--- config.mk ---
export PLATFORM = sky130hd
export DESIGN_NAME = sol_peak_hold_ctrl
export DESIGN_NICKNAME = d
export VERILOG_FILES = /design/src/rtl/sol_pkg.sv /design/src/rtl/sol_sync.sv /design/src/rtl/sol_ref_clamp.sv /design/src/rtl/sol_phase_fsm.sv /design/src/rtl/sol_gate_fsm.sv /design/src/rtl/sol_peak_hold_ctrl.sv
export SDC_FILE = /design/constraint.sdc
export NUM_CORES = 1
export LEC_CHECK = 0
export BUFFER_PORTS_ARGS = -buffer_cell sky130_fd_sc_hd__buf_4
export CORE_MARGIN = 2
export CORE_UTILIZATION = 25
export DETAILED_ROUTE_END_ITERATION = 7
export SYNTH_ARGS = -nofsm -noshare
export SYNTH_HDL_FRONTEND = slang
export SYNTH_HIERARCHICAL = 1
export SYNTH_SLANG_ARGS = --single-unit
--- constraint.sdc ---
create_clock -name clk -period 4.5 [get_ports clk]
set_input_delay 0.45 -clock clk [delete_from_list [all_inputs] [get_ports clk]]
set_output_delay 0.45 -clock clk [all_outputs]
set_load 0.03 [all_outputs]
--- src/rtl/sol_pkg.sv ---
package sol_pkg;

    typedef enum logic [1:0] {
        PH_IDLE = 2'd0,
        PH_PEAK = 2'd1,
        PH_HOLD = 2'd2
    } phase_e;

    typedef enum logic [1:0] {
        GS_OFF  = 2'd0,
        GS_WAIT = 2'd1,
        GS_MIN  = 2'd2,
        GS_REG  = 2'd3
    } gate_e;

endpackage

--- src/rtl/sol_sync.sv ---
module sol_sync #(
    parameter int STAGES = 2
) (
    input  logic clk,
    input  logic rst_n,
    input  logic d,
    output logic q
);
    logic [STAGES-1:0] sh;

    generate
        if (STAGES == 1) begin : g_single
            always_ff @(posedge clk or negedge rst_n) begin
                if (!rst_n) sh <= '0;
                else        sh <= d;
            end
        end else begin : g_chain
            always_ff @(posedge clk or negedge rst_n) begin
                if (!rst_n) sh <= '0;
                else        sh <= {sh[STAGES-2:0], d};
            end
        end
    endgenerate

    assign q = sh[STAGES-1];
endmodule

--- src/rtl/sol_ref_clamp.sv ---
module sol_ref_clamp #(
    parameter int CODE_W = 8,
    parameter int LIMIT  = 200,
    parameter int DEF    = 180
) (
    input  logic [CODE_W-1:0] code_i,
    output logic [CODE_W-1:0] code_o
);
    localparam logic [CODE_W-1:0] LIMIT_C = CODE_W'(LIMIT);
    localparam logic [CODE_W-1:0] DEF_C   = CODE_W'(DEF);

    always_comb begin
        code_o = (code_i > LIMIT_C) ? DEF_C : code_i;
    end
endmodule

--- src/rtl/sol_phase_fsm.sv ---
module sol_phase_fsm
    import sol_pkg::*;
#(
    parameter int KEEP_W = 16
) (
    input  logic              clk,
    input  logic              rst_n,
    input  logic              enable,
    input  logic [KEEP_W-1:0] keep_cycles,
    output phase_e            phase_o
);
    phase_e            st_q, st_d;
    logic [KEEP_W-1:0] keep_q;

    // next-state decode
    always_comb begin
        st_d = st_q;
        unique case (st_q)
            PH_IDLE: if (enable) st_d = PH_PEAK;
            PH_PEAK: begin
                if (!enable)          st_d = PH_IDLE;
                else if (keep_q == '0) st_d = PH_HOLD;
            end
            PH_HOLD: if (!enable) st_d = PH_IDLE;
            default: st_d = PH_IDLE;
        endcase
    end

    // state register and keep timer
    always_ff @(posedge clk or negedge rst_n) begin
        if (!rst_n) begin
            st_q   <= PH_IDLE;
            keep_q <= '0;
        end else begin
            st_q <= st_d;
            if (st_q == PH_IDLE && enable)
                keep_q <= keep_cycles;
            else if (st_q == PH_PEAK && keep_q != '0)
                keep_q <= keep_q - 1'b1;
        end
    end

    // outputs
    always_comb begin
        phase_o = st_q;
    end

    // an activation always enters through the peak phase
    p_enter_peak_r2: assert property (@(posedge clk) disable iff (!rst_n)
        ($past(st_q) == PH_IDLE && st_q != PH_IDLE) |-> st_q == PH_PEAK);

    // hold remains while enable stays high
    p_hold_sticky_r4: assert property (@(posedge clk) disable iff (!rst_n)
        (st_q == PH_HOLD && enable) |=> st_q == PH_HOLD);

    // disable returns the phase to idle
    p_idle_on_disable_r5: assert property (@(posedge clk) disable iff (!rst_n)
        !enable |=> st_q == PH_IDLE);
endmodule

--- src/rtl/sol_gate_fsm.sv ---
module sol_gate_fsm
    import sol_pkg::*;
#(
    parameter int MINON_W = 8
) (
    input  logic               clk,
    input  logic               rst_n,
    input  logic               enable,
    input  logic               tick,
    input  logic               cmp_hi,
    input  logic [MINON_W-1:0] min_on,
    output logic               gate_o
);
    gate_e              st_q, st_d, start_st;
    logic [MINON_W-1:0] cnt_q;
    logic               start;

    assign start    = enable & tick;
    assign start_st = (min_on == '0) ? GS_REG : GS_MIN;

    // next-state decode
    always_comb begin
        st_d = st_q;
        if (!enable) begin
            st_d = GS_OFF;
        end else begin
            unique case (st_q)
                GS_OFF:  st_d = start ? start_st : GS_WAIT;
                GS_WAIT: if (start) st_d = start_st;
                GS_MIN: begin
                    if (start)             st_d = start_st;
                    else if (cnt_q == '0)  st_d = cmp_hi ? GS_WAIT : GS_REG;
                end
                GS_REG: begin
                    if (start)       st_d = start_st;
                    else if (cmp_hi) st_d = GS_WAIT;
                end
                default: st_d = GS_OFF;
            endcase
        end
    end

    // state register and minimum on-time counter
    always_ff @(posedge clk or negedge rst_n) begin
        if (!rst_n) begin
            st_q  <= GS_OFF;
            cnt_q <= '0;
        end else begin
            st_q <= st_d;
            if (start)
                cnt_q <= (min_on == '0) ? '0 : min_on - 1'b1;
            else if (st_q == GS_MIN && cnt_q != '0)
                cnt_q <= cnt_q - 1'b1;
        end
    end

    // outputs
    always_comb begin
        gate_o = (st_q == GS_MIN) || (st_q == GS_REG);
    end

    p_gate_low_after_disable_r5: assert property (@(posedge clk) disable iff (!rst_n)
        !enable |=> !gate_o);

    p_gate_rise_needs_tick_r6: assert property (@(posedge clk) disable iff (!rst_n)
        $rose(gate_o) |-> $past(tick));

    p_min_on_holds_gate_r8: assert property (@(posedge clk) disable iff (!rst_n)
        (st_q == GS_MIN && cnt_q != '0 && enable) |=> gate_o);

    p_wait_stays_low_r7: assert property (@(posedge clk) disable iff (!rst_n)
        (st_q == GS_WAIT && !tick) |=> !gate_o);
endmodule

--- src/rtl/sol_peak_hold_ctrl.sv ---
module sol_peak_hold_ctrl
    import sol_pkg::*;
#(
    parameter int CODE_W      = 8,
    parameter int KEEP_W      = 16,
    parameter int MINON_W     = 8,
    parameter int SYNC_STAGES = 2,
    parameter int PEAK_MAX    = 200,
    parameter int PEAK_DEF    = 180
) (
    input  logic               clk,
    input  logic               rst_n,
    input  logic               enable,
    input  logic               cmp_above,
    input  logic               pwm_tick,
    input  logic [CODE_W-1:0]  peak_code,
    input  logic [CODE_W-1:0]  hold_code,
    input  logic [KEEP_W-1:0]  keep_cycles,
    input  logic [MINON_W-1:0] min_on_cycles,
    output logic               gate,
    output logic [CODE_W-1:0]  ref_code,
    output logic [1:0]         phase
);
    localparam int HOLD_MAX = PEAK_MAX / 6;
    localparam int HOLD_DEF = PEAK_DEF / 6;

    phase_e            ph;
    logic              cmp_s;
    logic [CODE_W-1:0] peak_c, hold_c;

    sol_sync #(.STAGES(SYNC_STAGES)) u_cmp_sync (
        .clk(clk), .rst_n(rst_n), .d(cmp_above), .q(cmp_s)
    );

    sol_ref_clamp #(.CODE_W(CODE_W), .LIMIT(PEAK_MAX), .DEF(PEAK_DEF)) u_peak_clamp (
        .code_i(peak_code), .code_o(peak_c)
    );

    sol_ref_clamp #(.CODE_W(CODE_W), .LIMIT(HOLD_MAX), .DEF(HOLD_DEF)) u_hold_clamp (
        .code_i(hold_code), .code_o(hold_c)
    );

    sol_phase_fsm #(.KEEP_W(KEEP_W)) u_phase (
        .clk(clk), .rst_n(rst_n), .enable(enable),
        .keep_cycles(keep_cycles), .phase_o(ph)
    );

    sol_gate_fsm #(.MINON_W(MINON_W)) u_gate (
        .clk(clk), .rst_n(rst_n), .enable(enable), .tick(pwm_tick),
        .cmp_hi(cmp_s), .min_on(min_on_cycles), .gate_o(gate)
    );

    // reference selection by phase
    always_comb begin
        unique case (ph)
            PH_PEAK: ref_code = peak_c;
            PH_HOLD: ref_code = hold_c;
            default: ref_code = '0;
        endcase
        phase = ph;
    end

    p_ref_within_peak_limit_r9: assert property (@(posedge clk) disable iff (!rst_n)
        (phase == 2'd1) |-> (ref_code <= CODE_W'(PEAK_MAX)));

    p_ref_within_hold_limit_r9: assert property (@(posedge clk) disable iff (!rst_n)
        (phase == 2'd2) |-> (ref_code <= CODE_W'(HOLD_MAX)));

    p_phase_code_legal_r10: assert property (@(posedge clk) disable iff (!rst_n)
        phase != 2'd3);
endmodule

==> results.cfg, run 1 <==
[critical_path]
arrival_ns = 2.42
r2r-start = u_phase/keep_q[0]$_DFFE_PN0P_
crit_type = reg2reg
r2r_slack_ns = 2.21
path_max_fanout = 4
rr_endpoint = u_phase/keep_q[3]$_DFFE_PN0P_
start_kind = register
r2r_cells = 7
crit_path_end = u_phase/keep_q[3]$_DFFE_PN0P_
cp-startpoint = u_phase/keep_q[0]$_DFFE_PN0P_
worstPathRequired_ns = 4.63
cp-end-kind = register

[job]
cap_violations = 0

[synthesis]
netlist_area_sq_um = 2450
yosys.cell_types.count = 63
ys_ff_latch = 30
synthFlopType = dfrtp_1
synth_edf_count = 0
async_reset_ff_frac = 1.00
syn_inst = 284
ys_warn_count = 6
synth-seq-area-share = 0.307
avgSynthCellArea_sq_um = 8.62

[global_route]
grt_pass1_wl_um = 9950
antenna_found_initial = 0
overflow = 0
grt_start_max_net_pins = 31
grt_pass1_vias = 2184
grt_util_all_layers = 0.118

[floorplanning]
design.portCount = 56
rows = 36
core_area_sq_um = 9640
die_w_um = 103
chipHeight_um = 103
initial_utilization = 0.254
dieArea_sq_um = 10600

[drt]
num_vias = 2269
wl_per_cell_um = 13.2
totalWireLength_um = 6200
drc = 0
first_iter_violations = 54
via_per_inst = 4.84
first_pass_iters = 4
final_antenna_net_count = 0

[cells_and_area]
diodes = 0
fill_cells = 1050
layout-drive-gt1-share = 0.256
layout_common_cells = buf_4, nor2_1, dfrtp_1
nets = 390
final_common_cell = buf_4
fin_util = 0.316
synthToLayoutAreaGrowth_pct = 24.5

[sta]
relSlewSlack = 0.438
min_period_over_period = 0.509
tns_ns = 0
rsz0062_at_grt = false
finalHoldViolations = 0
setup_violations = 0
hold_ws_ns = 0.0996
tightest_slew_ns = 0.840
clock_skew_ns = 0.00535
max_freq_mhz = 437
period_needed_ns = 2.29
finalMaxSlewViolations = 0

[place]
port_buffers = 55
hpwl_um = 4720
gp_congestion = 0.879

[status]
status = complete, no violations

[cts]
h-tree-depth = 2
cts_setup_buffers = 0
cts_tree = built
clock_path_buffers = 2
clockRootBuffer = clkbuf_8
cts_resized = 0
cts_sinks = 30
clk_pin_slew_ns = 0.07
numCtsBuffers = 5
insertion_delay_ns = 0.28
postCtsHoldBufs = 0

[power]
ir_drop_mv = 0.143
p_leak_nw = 1.24
p_per_area_nw_per_um2 = 330
total_power_mw = 1.01

[worst_hold_path]
min_path_type = in2async
[report_power, final]
group	internal (mW)	switching, mW	leakage (nW)	total (mW)
Clock	0.123	0.103	0.0482	0.226
Sequential	0.328	0.0777	0.354	0.406
Combinational	0.177	0.197	0.836	0.374
Total	0.629	0.378	1.24	1.01
[logic make-up (layout without fill, tap and decap cells)]
family,count (synthesis),count (layout),share of synthesized area
AOI/OAI and AO/OA,87,87,0.250
xor gates and xnor gates,13,13,0.0465
adders and majority gates,10,10,0.0511
buffers and inverters,29,80,0.0567
DFF,30,30,0.307
muxes,3,3,0.0143
other,1,2,0.00153
and+or+nand+nor,111,111,0.273
[how the worst min path moves through the flow]
stage                                from                           to  slack, ns  cells after the start
2_1_floorplan                       rst_n   u_cmp_sync/sh[0]$_DFF_PN0_       0.15                      0
3_3_place_gp   u_cmp_sync/sh[0]$_DFF_PN0_   u_cmp_sync/sh[1]$_DFF_PN0_       0.33                      0
3_5_place_dp   u_cmp_sync/sh[0]$_DFF_PN0_   u_cmp_sync/sh[1]$_DFF_PN0_       0.35                      0
4_1_cts                             rst_n  u_gate/cnt_q[0]$_DFFE_PN0P_       0.10                      1
5_1_grt                             rst_n  u_gate/cnt_q[0]$_DFFE_PN0P_       0.12                      1
6_report                            rst_n  u_gate/cnt_q[0]$_DFFE_PN0P_        0.1                      1
[cell usage after synthesis (2+ instances only)]
master	count	area [sq um]
a22oi_2	8	100
dfrtp_1	30	751
o22ai_1	4	25.0
nor4_2	4	50.1
or4_1	3	22.5
a31oi_1	5	31.3
inv_1	17	63.8
a211oi_1	2	15.0
o211a_1	3	30.0
o211ai_1	2	15.0
o31ai_1	2	15.0
a311oi_1	2	17.5
buf_6	3	33.8
buf_4	2	15.0
a21o_1	3	22.5
a211o_1	2	17.5
a21oi_1	24	120
nor4b_2	2	30.0
nand2b_1	4	25.0
nor2b_1	3	18.8
ha_1	10	125
or3_1	6	37.5
nand2_1	13	48.8
o21ai_0	11	55.1
xnor2_1	12	105
nor3_1	16	80.1
a21boi_0	2	15.0
nor3b_1	2	15.0
clkbuf_1	5	18.8
and2_1	4	25.0
o41ai_1	2	17.5
nor4_1	4	25.0
or2_1	3	18.8
o21ai_1	5	25.0
buf_1	2	7.51
nor2_1	33	124
mux2i_1	2	20.0
and3_1	2	12.5
[registers in the layout (all words and copies together) (netlist names)]
register and cells:
u_phase/keep_q 16, u_gate/st_q 2, u_phase/phase_o 2, u_gate/cnt_q 8, u_cmp_sync/sh 2
[area by class of cell]
| type | instances | area, sq um | share of cell area |
|---|---|---|---|
| clock buffer | 7 | 86.3 | 0.0283 |
| inverter | 17 | 63.8 | 0.0209 |
| multi-input combinational | 226 | 1560 | 0.513 |
| clock inverter | 1 | 5.00 | 0.00164 |
| sequential | 30 | 751 | 0.246 |
| timing repair buffer | 55 | 413 | 0.136 |
| tap | 133 | 166 | 0.0546 |
[critical path: stages, from the launching register on]
cell and delay [ns]:
dfrtp_1 0.41, inv_1 0.08, ha_1 0.20, or4b_2 0.63, nor4_2 0.37, and2_1 0.25, or4b_1 0.13, a31oi_1 0.08
[through the flow]
stage	cell area, sq um	worst slack, ns	instances
CTS	3050	2.21	469
global placement	2960	2.27	461
finish	3050	2.21	469
global route	3050	2.03	469
floorplan	2450	2.46	285
detailed placement	2960	2.22	461
[routing by layer]
metal,global-route usage,vias to the layer above,share of wire
met5,0,-,0
met4,0.0536,0,0.020
met3,0.0190,9,0.054
met2,0.200,62,0.47
met1,0.146,1053,0.46
li1,-,1145,-
Note: power is estimated with default switching activity, not from simulation.
==> inputs of run 2 (changes only) <==
- ABC_AREA: default -> 1
- clock period: 4.5 -> 2.3 ns (I/O delays scaled with it)
==> results.cfg, run 2 <==
[status]
status = complete, no violations

[drt]
first_pass_iters = 4
drc = 0
num_vias = 2739
totalWireLength_um = 6580
wl_per_cell_um = 10.4
first_iter_violations = 124
final_antenna_net_count = 0
via_per_inst = 4.35

[synthesis]
synth_top_family_by_area = simple AND/OR/NAND/NOR gates
synthFlopType = dfrtp_1
syn_inst = 437
synth_edf_count = 0
synth_mux_area_frac = 0
netlist_top_cells_area = dfrtp_1, nand2_1, inv_1
synth_compound_area_frac = 0.113
ys_ff_latch = 30
synth_area_leader_cell = dfrtp_1
synthSimpleGateAreaFrac = 0.452
ys_top_cells_by_count = nand2_1, inv_1, nor2_1, nand3_1, dfrtp_1
synth_top_area_frac = 0.273
synth_xor_area_frac = 0.00319
synth-adder-area-share = 0.0455
synth-seq-area-share = 0.273
yosys.cell_types.count = 37
avgSynthCellArea_sq_um = 6.29
async_reset_ff_frac = 1.00
yosysMostFrequentCell = nand2_1
ys_warn_count = 6
netlist_area_sq_um = 2750

[power]
pwr-share-comb = 0.601
p_switching_mw = 1.85
ir_drop_mv = 0.431
p_per_area_nw_per_um2 = 1080
p_leak_nw = 1.74
switching_share = 0.507
power_frac_seq = 0.276
p_int_mw = 1.80
clockPowerShare = 0.123

[worst_hold_path]
min_path_type = in2reg
min_from = cmp_above
whs_path_depth = 1
min_to = u_cmp_sync/sh[0]$_DFF_PN0_

[critical_path]
cp-end-kind = register
cp-startpoint = u_phase/keep_q[0]$_DFFE_PN0P_
critPathBufInv = 2
rr_endpoint = u_phase/keep_q[6]$_DFFE_PN0P_
max_stage_delay_ns = 0.37
crit_type = reg2reg
slowest_stage = dfrtp_1
cp_cell_sequence = inv_1 > ha_1 > nand3_4 > nor2_2 > nand2_2 > nand2_4 > nand2_4 > inv_1 > nand2_1 > nand2_1
start_kind = register
path_max_fanout = 24
arrival_ns = 2.01
r2r_cells = 10
worstPathRequired_ns = 2.52
r2r_slack_ns = 0.51
critPathTopFamily = simple AND/OR/NAND/NOR gates
r2r-start = u_phase/keep_q[0]$_DFFE_PN0P_

[sta]
rsz0062_at_grt = false
tns_ns = 0
hold_ws_ns = 0.0497
relSlewSlack = 0.636
finalMaxSlewViolations = 0
min_period_over_period = 0.778
period_needed_ns = 1.79
tightest_slew_ns = 0.545
setup_violations = 0
max_freq_mhz = 559
clock_skew_ns = 0.00550
finalHoldViolations = 0

[floorplanning]
initial_utilization = 0.255
core_area_sq_um = 10800
design.portCount = 56
rows = 38
die_w_um = 109
dieArea_sq_um = 11800
chipHeight_um = 109

[global_route]
grt_pass1_wl_um = 11400
grt_util_all_layers = 0.118
overflow = 0
grt_pass1_vias = 2681
grt_start_max_net_pins = 31
antenna_found_initial = 0

[cts]
clk_pin_slew_ns = 0.07
cts_sinks = 30
clockRootBuffer = clkbuf_8
cts_tree = built
insertion_delay_ns = 0.28
numCtsBuffers = 5
clock_path_buffers = 2
h-tree-depth = 2

[job]
cap_violations = 0

[cells_and_area]
final_common_cell = nand2_1
layout-drive-gt1-share = 0.218
largest_register_ffs = 16
nets = 544
diodes = 0
layout_common_cells = nand2_1, inv_1, buf_4
fill_cells = 1187
synthToLayoutAreaGrowth_pct = 22.4
multi_input_area_sq_um = 1690
reg.largest.list = u_phase/keep_q: 16 flops, u_gate/cnt_q: 8 flops
seqCellArea_sq_um = 751
largest-register = u_phase/keep_q

[place]
hpwl_um = 5120
port_buffers = 55
gp_congestion = 0.833
-- run 2: cell count changes in the layout (fill, tap and decap cells not counted), moves of 8 or more --
cell and change:
xnor2_1 -12, nor2_1 +13, nand3_1 +39, a22oi_2 -8, nor2_2 +10, nand2_1 +133
nor3_1 -14, inv_1 +39
-- run 2: cell type report --
| class | instances | share of cell area |
|---|---|---|
| clock buffers | 6 | 0.0246 |
| clock inverters | 2 | 0.00372 |
| inverters | 58 | 0.0647 |
| multi-input cells | 337 | 0.504 |
| flip-flops and latches | 30 | 0.223 |
| well taps | 140 | 0.0521 |
| repair buffers | 57 | 0.128 |
-- run 2: metal layers --
| metal | wire, um | track usage | vias up |
|---|---|---|---|
| li1 | - | - | 1465 |
| met5 | 0 | 0 | - |
| met4 | 50 | 0.0321 | 0 |
| met1 | 2940 | 0.139 | 1233 |
| met3 | 240 | 0.0215 | 4 |
| met2 | 3340 | 0.218 | 37 |
-- run 2: kinds of logic (layout without fill, tap and decap cells) --
| group | count (synthesis) | after routing |
|---|---|---|
| AOI/OAI and AO/OA | 49 | 49 |
| adders and majority gates | 10 | 10 |
| and+or+nand+nor | 275 | 275 |
| DFF | 30 | 30 |
| xor gates and xnor gates | 1 | 1 |
| other | 1 | 2 |
| buffers and inverters | 71 | 123 |
-- run 2: power groups by stage --
stage               clock network (mW)  logic (mW)  registers (mW)
global route                     0.495        2.51            1.04
floorplan                            0        1.75           0.987
global placement                     0        2.17            1.00
detailed placement                   0        2.22            1.01
finish                           0.450        2.19            1.01
CTS                              0.474        2.22            1.00
-- run 2: worst max-delay path by stage --
stage                                           endpoint  slack, ns  cells past startpoint
after CTS                  u_phase/keep_q[9]$_DFFE_PN0P_       0.50                     10
after detailed placement  u_phase/keep_q[15]$_DFFE_PN0P_       0.50                     10
after global placement     u_phase/keep_q[4]$_DFFE_PN0P_       0.54                     10
after floorplan                              ref_code[0]       0.51                      4
final                      u_phase/keep_q[6]$_DFFE_PN0P_       0.51                     10
after global routing       u_phase/keep_q[6]$_DFFE_PN0P_       0.30                     10
-- run 2: timing repair --
item                       4_1_cts  5_1_grt
setup endpoints to repair        0        0
resized for setup                0        0
hold endpoints to repair        30        0
buffers inserted                 0        0
hold buffers                     1        0
-- run 2: per-stage QoR --
stage	instances	utilization	setup slack (ns)	area (sq um)	power, mW
finish	630	0.312	0.512	3360	3.65
global route	630	0.312	0.304	3360	4.05
CTS	630	0.312	0.495	3360	3.70
detailed placement	621	0.302	0.497	3260	3.23
global placement	621	0.302	0.535	3260	3.17
floorplan	438	-	0.507	2750	2.74
